===== src/rtl/ecd_pkg.sv =====
`timescale 1ns/1ps
// Shared types for the echo canceller disable controller.
package ecd_pkg;
    // Graded disable action, ordered so a larger value is stronger.
    typedef enum logic [1:0] {
        ACT_NONE = 2'd0,
        ACT_NLP  = 2'd1,
        ACT_SUB  = 2'd2,
        ACT_FULL = 2'd3
    } act_e;

    localparam int NTONE  = 3;          // plain, reversal, continuity
    localparam int POL_W  = 12;         // six causes x 2 bits
    localparam logic [POL_W-1:0] POL_RST = 12'hF3D;

    // Strongest of two actions.
    function automatic act_e act_max(act_e a, act_e b);
        return (a > b) ? a : b;
    endfunction
endpackage


===== src/rtl/ecd_cfg_regs.sv =====
`timescale 1ns/1ps
// Policy, signalling pattern and external-disable registers.
// Assumes single-cycle writes; address 3 is unused and ignored.
module ecd_cfg_regs
    import ecd_pkg::*;
#(
    parameter int NCH = 32
) (
    input  logic             clk,
    input  logic             rst_n,
    input  logic             cfg_we,
    input  logic [1:0]       cfg_addr,
    input  logic [31:0]      cfg_wdata,
    output logic [POL_W-1:0] pol,
    output logic             long_tail,
    output logic [3:0]       sig_pat,
    output logic [3:0]       sig_msk,
    output logic [NCH-1:0]   ext_dis
);
    // Register writes with reset defaults.
    always_ff @(posedge clk) begin
        if (!rst_n) begin
            pol       <= POL_RST;
            long_tail <= 1'b0;
            sig_pat   <= '0;
            sig_msk   <= '0;
            ext_dis   <= '0;
        end else if (cfg_we) begin
            case (cfg_addr)
                2'd0: begin
                    pol       <= cfg_wdata[POL_W-1:0];
                    long_tail <= cfg_wdata[16];
                end
                2'd1: begin
                    sig_pat <= cfg_wdata[3:0];
                    sig_msk <= cfg_wdata[7:4];
                end
                2'd2: ext_dis <= cfg_wdata[NCH-1:0];
                default: ;
            endcase
        end
    end
endmodule


===== src/rtl/ecd_tone_latch.sv =====
`timescale 1ns/1ps
// Per-channel hold of tone detections, one latch row per tone type.
// A start pulse sets the latch and wins over a simultaneous end pulse.
module ecd_tone_latch
    import ecd_pkg::*;
#(
    parameter int NCH = 32
) (
    input  logic                      clk,
    input  logic                      rst_n,
    input  logic [NTONE-1:0][NCH-1:0] on_p,
    input  logic [NTONE-1:0][NCH-1:0] off_p,
    output logic [NTONE-1:0][NCH-1:0] lat
);
    for (genvar k = 0; k < NTONE; k++) begin : g_tone
        // Set on start, clear on end, hold otherwise.
        always_ff @(posedge clk) begin
            if (!rst_n) lat[k] <= '0;
            else        lat[k] <= on_p[k] | (lat[k] & ~off_p[k]);
        end
    end
endmodule


===== src/rtl/ecd_ts16_store.sv =====
`timescale 1ns/1ps
// Stores the abcd signalling nibbles from timeslot 16 octets.
// Frame f (1..15): upper nibble -> channel f, lower nibble -> channel f+15.
module ecd_ts16_store #(
    parameter int NCH = 32
) (
    input  logic                clk,
    input  logic                rst_n,
    input  logic                ts16_vld,
    input  logic [3:0]          ts16_frame,
    input  logic [7:0]          ts16_byte,
    output logic [NCH-1:0][3:0] abcd
);
    for (genvar ch = 0; ch < NCH; ch++) begin : g_ch
        // Capture this channel's nibble when its frame passes.
        always_ff @(posedge clk) begin
            if (!rst_n) begin
                abcd[ch] <= 4'd0;
            end else if (ts16_vld && ts16_frame != 4'd0) begin
                if (int'(ts16_frame) == ch)
                    abcd[ch] <= ts16_byte[7:4];
                else if (int'(ts16_frame) + 15 == ch)
                    abcd[ch] <= ts16_byte[3:0];
            end
        end
    end
endmodule


===== src/rtl/ecd_chan_state.sv =====
`timescale 1ns/1ps
// Per-channel action level, updated only at that channel's slot.
// Combines all causes of the slot channel to the strongest action and
// strobes a coefficient reset when a channel leaves full bypass.
module ecd_chan_state
    import ecd_pkg::*;
#(
    parameter int NCH = 32,
    parameter int CW  = 5
) (
    input  logic                      clk,
    input  logic                      rst_n,
    input  logic                      slot_stb,
    input  logic [CW-1:0]             slot_ch,
    input  logic                      long_tail,
    input  logic [POL_W-1:0]          pol,
    input  logic [3:0]                sig_pat,
    input  logic [3:0]                sig_msk,
    input  logic [NTONE-1:0][NCH-1:0] tone_lat,
    input  logic [NCH-1:0][3:0]       abcd,
    input  logic [NCH-1:0]            idle_det,
    input  logic [NCH-1:0]            ext_dis,
    output logic [NCH-1:0]            dis_nlp,
    output logic [NCH-1:0]            dis_sub,
    output logic [NCH-1:0]            bypass,
    output logic [NCH-1:0]            coef_rst
);
    localparam int HALF = NCH / 2;

    act_e new_act;
    act_e lvl [NCH];

    // Strongest action over every active cause of the slot channel.
    always_comb begin
        int idx;
        idx     = int'(slot_ch);
        new_act = ACT_NONE;
        if (idx < NCH) begin
            for (int k = 0; k < NTONE; k++)
                if (tone_lat[k][idx])
                    new_act = act_max(new_act, act_e'(pol[2*k +: 2]));
            if (((abcd[idx] ^ sig_pat) & sig_msk) == 4'd0)
                new_act = act_max(new_act, act_e'(pol[7:6]));
            if (idle_det[idx])
                new_act = act_max(new_act, act_e'(pol[9:8]));
            if (ext_dis[idx])
                new_act = act_max(new_act, act_e'(pol[11:10]));
        end
    end

    for (genvar ch = 0; ch < NCH; ch++) begin : g_ch
        localparam bit UPPER = (ch >= HALF);

        // Level register and coefficient reset strobe of one channel.
        always_ff @(posedge clk) begin
            if (!rst_n) begin
                lvl[ch]      <= ACT_NONE;
                coef_rst[ch] <= 1'b0;
            end else begin
                coef_rst[ch] <= 1'b0;
                if (UPPER && long_tail) begin
                    lvl[ch] <= ACT_NONE;
                end else if (slot_stb && int'(slot_ch) == ch) begin
                    lvl[ch]      <= new_act;
                    coef_rst[ch] <= (lvl[ch] == ACT_FULL) && (new_act != ACT_FULL);
                end
            end
        end

        // Graded decode of the level into the three controls.
        always_comb begin
            dis_nlp[ch] = (lvl[ch] != ACT_NONE);
            dis_sub[ch] = (lvl[ch] == ACT_SUB) || (lvl[ch] == ACT_FULL);
            bypass[ch]  = (lvl[ch] == ACT_FULL);
        end
    end
endmodule


===== src/rtl/ec_bypass_ctrl.sv =====
`timescale 1ns/1ps
// Top of the per-channel echo canceller disable controller.
// Assumes one channel slot per strobe and detector pulses one cycle wide.
module ec_bypass_ctrl
    import ecd_pkg::*;
#(
    parameter int NCH = 32,
    parameter int CW  = $clog2(NCH)
) (
    input  logic           clk,
    input  logic           rst_n,
    input  logic           cfg_we,
    input  logic [1:0]     cfg_addr,
    input  logic [31:0]    cfg_wdata,
    input  logic           slot_stb,
    input  logic [CW-1:0]  slot_ch,
    input  logic           ts16_vld,
    input  logic [3:0]     ts16_frame,
    input  logic [7:0]     ts16_byte,
    input  logic [NCH-1:0] tone_pl_on,
    input  logic [NCH-1:0] tone_pl_off,
    input  logic [NCH-1:0] tone_pr_on,
    input  logic [NCH-1:0] tone_pr_off,
    input  logic [NCH-1:0] tone_cc_on,
    input  logic [NCH-1:0] tone_cc_off,
    input  logic [NCH-1:0] idle_det,
    output logic [NCH-1:0] dis_nlp,
    output logic [NCH-1:0] dis_sub,
    output logic [NCH-1:0] bypass,
    output logic [NCH-1:0] coef_rst
);
    logic [POL_W-1:0]          pol;
    logic                      cfg_lt;
    logic [3:0]                sig_pat, sig_msk;
    logic [NCH-1:0]            ext_dis;
    logic [NTONE-1:0][NCH-1:0] tone_on_v, tone_off_v, tone_lat_v;
    logic [NCH-1:0][3:0]       abcd;

    // Tone rows ordered as the policy fields: plain, reversal, continuity.
    always_comb begin
        tone_on_v  = {tone_cc_on,  tone_pr_on,  tone_pl_on};
        tone_off_v = {tone_cc_off, tone_pr_off, tone_pl_off};
    end

    ecd_cfg_regs #(.NCH(NCH)) u_cfg (
        .clk(clk), .rst_n(rst_n), .cfg_we(cfg_we), .cfg_addr(cfg_addr),
        .cfg_wdata(cfg_wdata), .pol(pol), .long_tail(cfg_lt),
        .sig_pat(sig_pat), .sig_msk(sig_msk), .ext_dis(ext_dis)
    );

    ecd_tone_latch #(.NCH(NCH)) u_tone (
        .clk(clk), .rst_n(rst_n), .on_p(tone_on_v), .off_p(tone_off_v),
        .lat(tone_lat_v)
    );

    ecd_ts16_store #(.NCH(NCH)) u_ts16 (
        .clk(clk), .rst_n(rst_n), .ts16_vld(ts16_vld), .ts16_frame(ts16_frame),
        .ts16_byte(ts16_byte), .abcd(abcd)
    );

    ecd_chan_state #(.NCH(NCH), .CW(CW)) u_state (
        .clk(clk), .rst_n(rst_n), .slot_stb(slot_stb), .slot_ch(slot_ch),
        .long_tail(cfg_lt), .pol(pol), .sig_pat(sig_pat), .sig_msk(sig_msk),
        .tone_lat(tone_lat_v), .abcd(abcd), .idle_det(idle_det),
        .ext_dis(ext_dis), .dis_nlp(dis_nlp), .dis_sub(dis_sub),
        .bypass(bypass), .coef_rst(coef_rst)
    );
endmodule


===== config.mk =====
export PLATFORM = sky130hd
export DESIGN_NAME = ec_bypass_ctrl
export DESIGN_NICKNAME = d
export VERILOG_FILES = /design/src/rtl/ecd_pkg.sv /design/src/rtl/ecd_cfg_regs.sv /design/src/rtl/ecd_tone_latch.sv /design/src/rtl/ecd_ts16_store.sv /design/src/rtl/ecd_chan_state.sv /design/src/rtl/ec_bypass_ctrl.sv
export SDC_FILE = /design/constraint.sdc
export NUM_CORES = 1
export LEC_CHECK = 0
export BUFFER_PORTS_ARGS = -buffer_cell sky130_fd_sc_hd__buf_4
export CAP_MARGIN = 0
export CORE_MARGIN = 2
export CORE_UTILIZATION = 59
export CTS_CLUSTER_SIZE = 25
export DETAILED_ROUTE_END_ITERATION = 6
export PLACE_DENSITY = 0.86
export REMOVE_ABC_BUFFERS = 1
export SYNTH_ARGS = -nofsm -noshare
export SYNTH_HDL_FRONTEND = slang
export SYNTH_SLANG_ARGS = --single-unit

===== constraint.sdc =====
create_clock -name clk -period 12.85 [get_ports clk]
set_clock_uncertainty 0.1 [all_clocks]
set_input_delay 0 -clock clk [delete_from_list [all_inputs] [get_ports clk]]
set_output_delay 0 -clock clk [all_outputs]
set_load 0.05 [all_outputs]

==> out/qor.yml <==
status: "finished, violations left"
violations: "design-rule violations"
dieWidth_um: 176
dpl_cell_area_mm2: 0.0204
finalCriticalPeriod_ns: 6.94
r2r_slack_ns: 6.26
die_h_um: 176
cts_root_buf: "clkbuf_16"
antenna_found_initial: 6
via_per_inst: 6.04
drc: 14
vias: 16300
holdWs_ns: 0.0522
use_met2: 0.700
fillers: 1430
first_pass_iters: 7
finalWeightedCongestion: 0.834
hpwl_mm: 33.9
core_mm2: 0.0289
rsz0062_at_grt: "no"
synthCells: 1695
yosys-top-cells-count: "dfxtp_1 (309), nor2b_1 (235), mux2i_1 (179)"
cts.sinks: 373
clock.fmax_mhz: 144
final_util: 0.840
cp-endpoint: "u_state.coef_rst[25]"
async_reset_ff_frac: 0
synthAdderAreaFrac: 0.00932
cts_buffers: 39
routed_wl_mm: 62.9
use_met1: 0.404
drive_gt1_frac: 0.268
ios: 408
drt-initial-drc-count: 1596
cp.arrival_ns: 7.19
wl_per_cell_um: 23.3
met3_usage: 0.0805
combPwrFrac: 0.177
slowest_delay_ns: 0.87
num_rows: 62
rr_startpoint: "u_tone.lat[7]"
busiest_layer: "met2"
relSlewSlack: 0.222
syn-cell-area_mm2: 0.0175
startpoint: "slot_ch[1]"
die-area_mm2: 0.0310
worstReg2RegEnd: "u_state.coef_rst[25]"
ys_ff_latch: 373
cts_max_level: 2
power_frac_clock: 0.386
seq_area_mm2: 0.00811
clock_path_buffers: 3
synth.top_cell.area_share: 0.354
area_delta_synth_final_pct: 39.2
start_util: 0.603
synthDistinctLibCells: 64
tritoncts: "built"
clkLatencyLatePin_ns: 0.53
yosys.area.top_type: "dfxtp_1"
synth_top_family_by_area: "simple AND/OR/NAND/NOR gates"
leakage_nw: 10.1
grt_first_pass_wirelength_mm: 94.0
crit_required_ns: 13.10
fin_area_mm2: 0.0243
multi_input_area_mm2: 0.00859
synth_flop_cell: "dfxtp_1"
maxCapViolations: 0
power_frac_seq: 0.437
tns_ns: 0
min_period_over_period: 0.540
cp_common_cell: "ha_1"
slew_viol_final: 0
synth_area_leaders: "dfxtp_1 (35%), edfxtp_1 (11%), mux2i_1 (10%), nor2b_1 (8.4%), mux4_2 (5.9%)"
drtAntennaViolNets: 0
power_switching_uw: 782
netSwitchingFraction: 0.272
min_path_type: "in2reg"
crit_path_max_fanout: 54
yosys_warnings: 0
critPathKind: "in2reg"
synth-simple-area-share: 0.200
grt_max_degree: 240
grt_pass1_vias: 17400
post_cts_buffers: 0
avgSynthCellArea_um2: 10.3
gr-total-overflow: 0
tightest_slew_ns: 1.16
yosysSeqAreaShare: 0.464
irDropWorstVdd_mv: 0.0869
globalRouteTotalUtil: 0.391
yosysMostFrequentCell: "dfxtp_1"
cp-start-kind: "input pin"
cp-end-kind: "register"
synth_edf_count: 64
io_buffers: 407
finalHoldViolCount: 0
cp_slowest_cell: "o31a_2"
synthXorXnorAreaFrac: 0
muxShareOfSynthArea: 0.170
synth_compound_area_frac: 0.113
nets: 2573
power.density_mw_per_mm2: 118
setup_viol: 0
r2r_cells: 28
p_int_mw: 2.09
path_clk_slew_ns: 0.06
[per-stage QoR]
step / power, mW / worst slack, ns / instances
2_1_floorplan: 1.50 / 6.81 / 1555
3_3_place_gp: 1.68 / 5.89 / 2360
3_5_place_dp: 1.69 / 5.57 / 2360
4_1_cts: 2.83 / 6.05 / 2689
5_1_grt: 2.94 / 5.45 / 2694
6_report: 2.87 / 5.91 / 2696
[final cells by class]
class | instances | share of cell area
Antenna cell | 6 | 0.000618
Inverter | 17 | 0.00263
Timing Repair Buffer | 684 | 0.240
Clock inverter | 6 | 0.00232
Clock buffer | 61 | 0.0475
Sequential cell | 373 | 0.334
Multi-Input combinational cell | 1165 | 0.354
Tap cell | 384 | 0.0198
[critical path: cells and delay by family]
kind / cells / cell delay (ns)
AOI/OAI and AO/OA: 9 / 2.50
adders and majority gates: 4 / 0.75
buffers and inverters: 5 / 1.21
muxes: 2 / 0.53
and+or+nand+nor: 10 / 2.11
[cell families after synthesis]
group,Yosys count
AOI/OAI and AO/OA,255
DFF,373
buffers and inverters,157
adders and majority gates,13
muxes,236
and+or+nand+nor,661
[power by group through the flow]
stage | logic (mW) | registers, mW | clock network, mW
after detailed placement | 0.413 | 1.28 | 0
after CTS | 0.481 | 1.25 | 1.10
after global routing | 0.532 | 1.26 | 1.15
after global placement | 0.405 | 1.27 | 0
final | 0.509 | 1.26 | 1.11
after floorplan | 0.216 | 1.28 | 0
[what timing repair did]
item                                   4_1_cts  5_1_grt
hold buffers                               262        0
endpoints found under the hold margin      269        0
resized for setup                            0        0
[metal layers]
layer | share of wire | routed length, um
met1 | 0.33 | 21000
met2 | 0.51 | 31800
met4 | 0.079 | 4970
met3 | 0.081 | 5120
met5 | 0.00022 | 14
[how the worst min path moves through the flow]
| stage | start | slack (ns) | depth (start not counted) | end |
|---|---|---|---|---|
| 6_report | slot_stb | 0.05 | 5 | u_state.coef_rst[29] |
| 5_1_grt | slot_stb | 0.08 | 5 | u_state.coef_rst[19] |
| 4_1_cts | slot_stb | 0.03 | 5 | u_state.coef_rst[29] |
| 3_5_place_dp | tone_cc_on[9] | 0.11 | 2 | u_tone.lat[73] |
| 3_3_place_gp | tone_pl_on[18] | 0.11 | 2 | u_tone.lat[18] |
| 2_1_floorplan | rst_n | -0.03 | 1 | u_cfg.pol[0] |
[sequential cells by signal, indices dropped and copies added (netlist names)]
| register | count |
|---|---|
| u_cfg.pol | 12 |
| u_cfg.long_tail | 1 |
| u_cfg.ext_dis | 32 |
| u_cfg.sig_msk | 4 |
| u_tone.lat | 96 |
| u_state.coef_rst | 32 |
| u_ts16.abcd | 128 |
| u_cfg.sig_pat | 4 |
| u_state.lvl | 64 |
[layout by cell type, fill, tap and decap left out, types with 19 or more instances in the layout]
master / Yosys / final
mux2i_1: 179 / 179
nand3_1: 46 / 46
o21a_1: 96 / 96
or2_2: 37 / 37
a21oi_2: 30 / 30
a21boi_0: 36 / 36
dlygate4sd3_1: 0 / 262
buf_4: 5 / 419
nor2b_1: 235 / 235
mux4_2: 46 / 46
clkbuf_16: 0 / 41
edfxtp_1: 64 / 64
and2_1: 44 / 44
nand2_1: 159 / 159
nor2_1: 97 / 96
o21ai_0: 19 / 19
dfxtp_1: 309 / 309
Note: power is estimated with default switching activity, not from simulation.
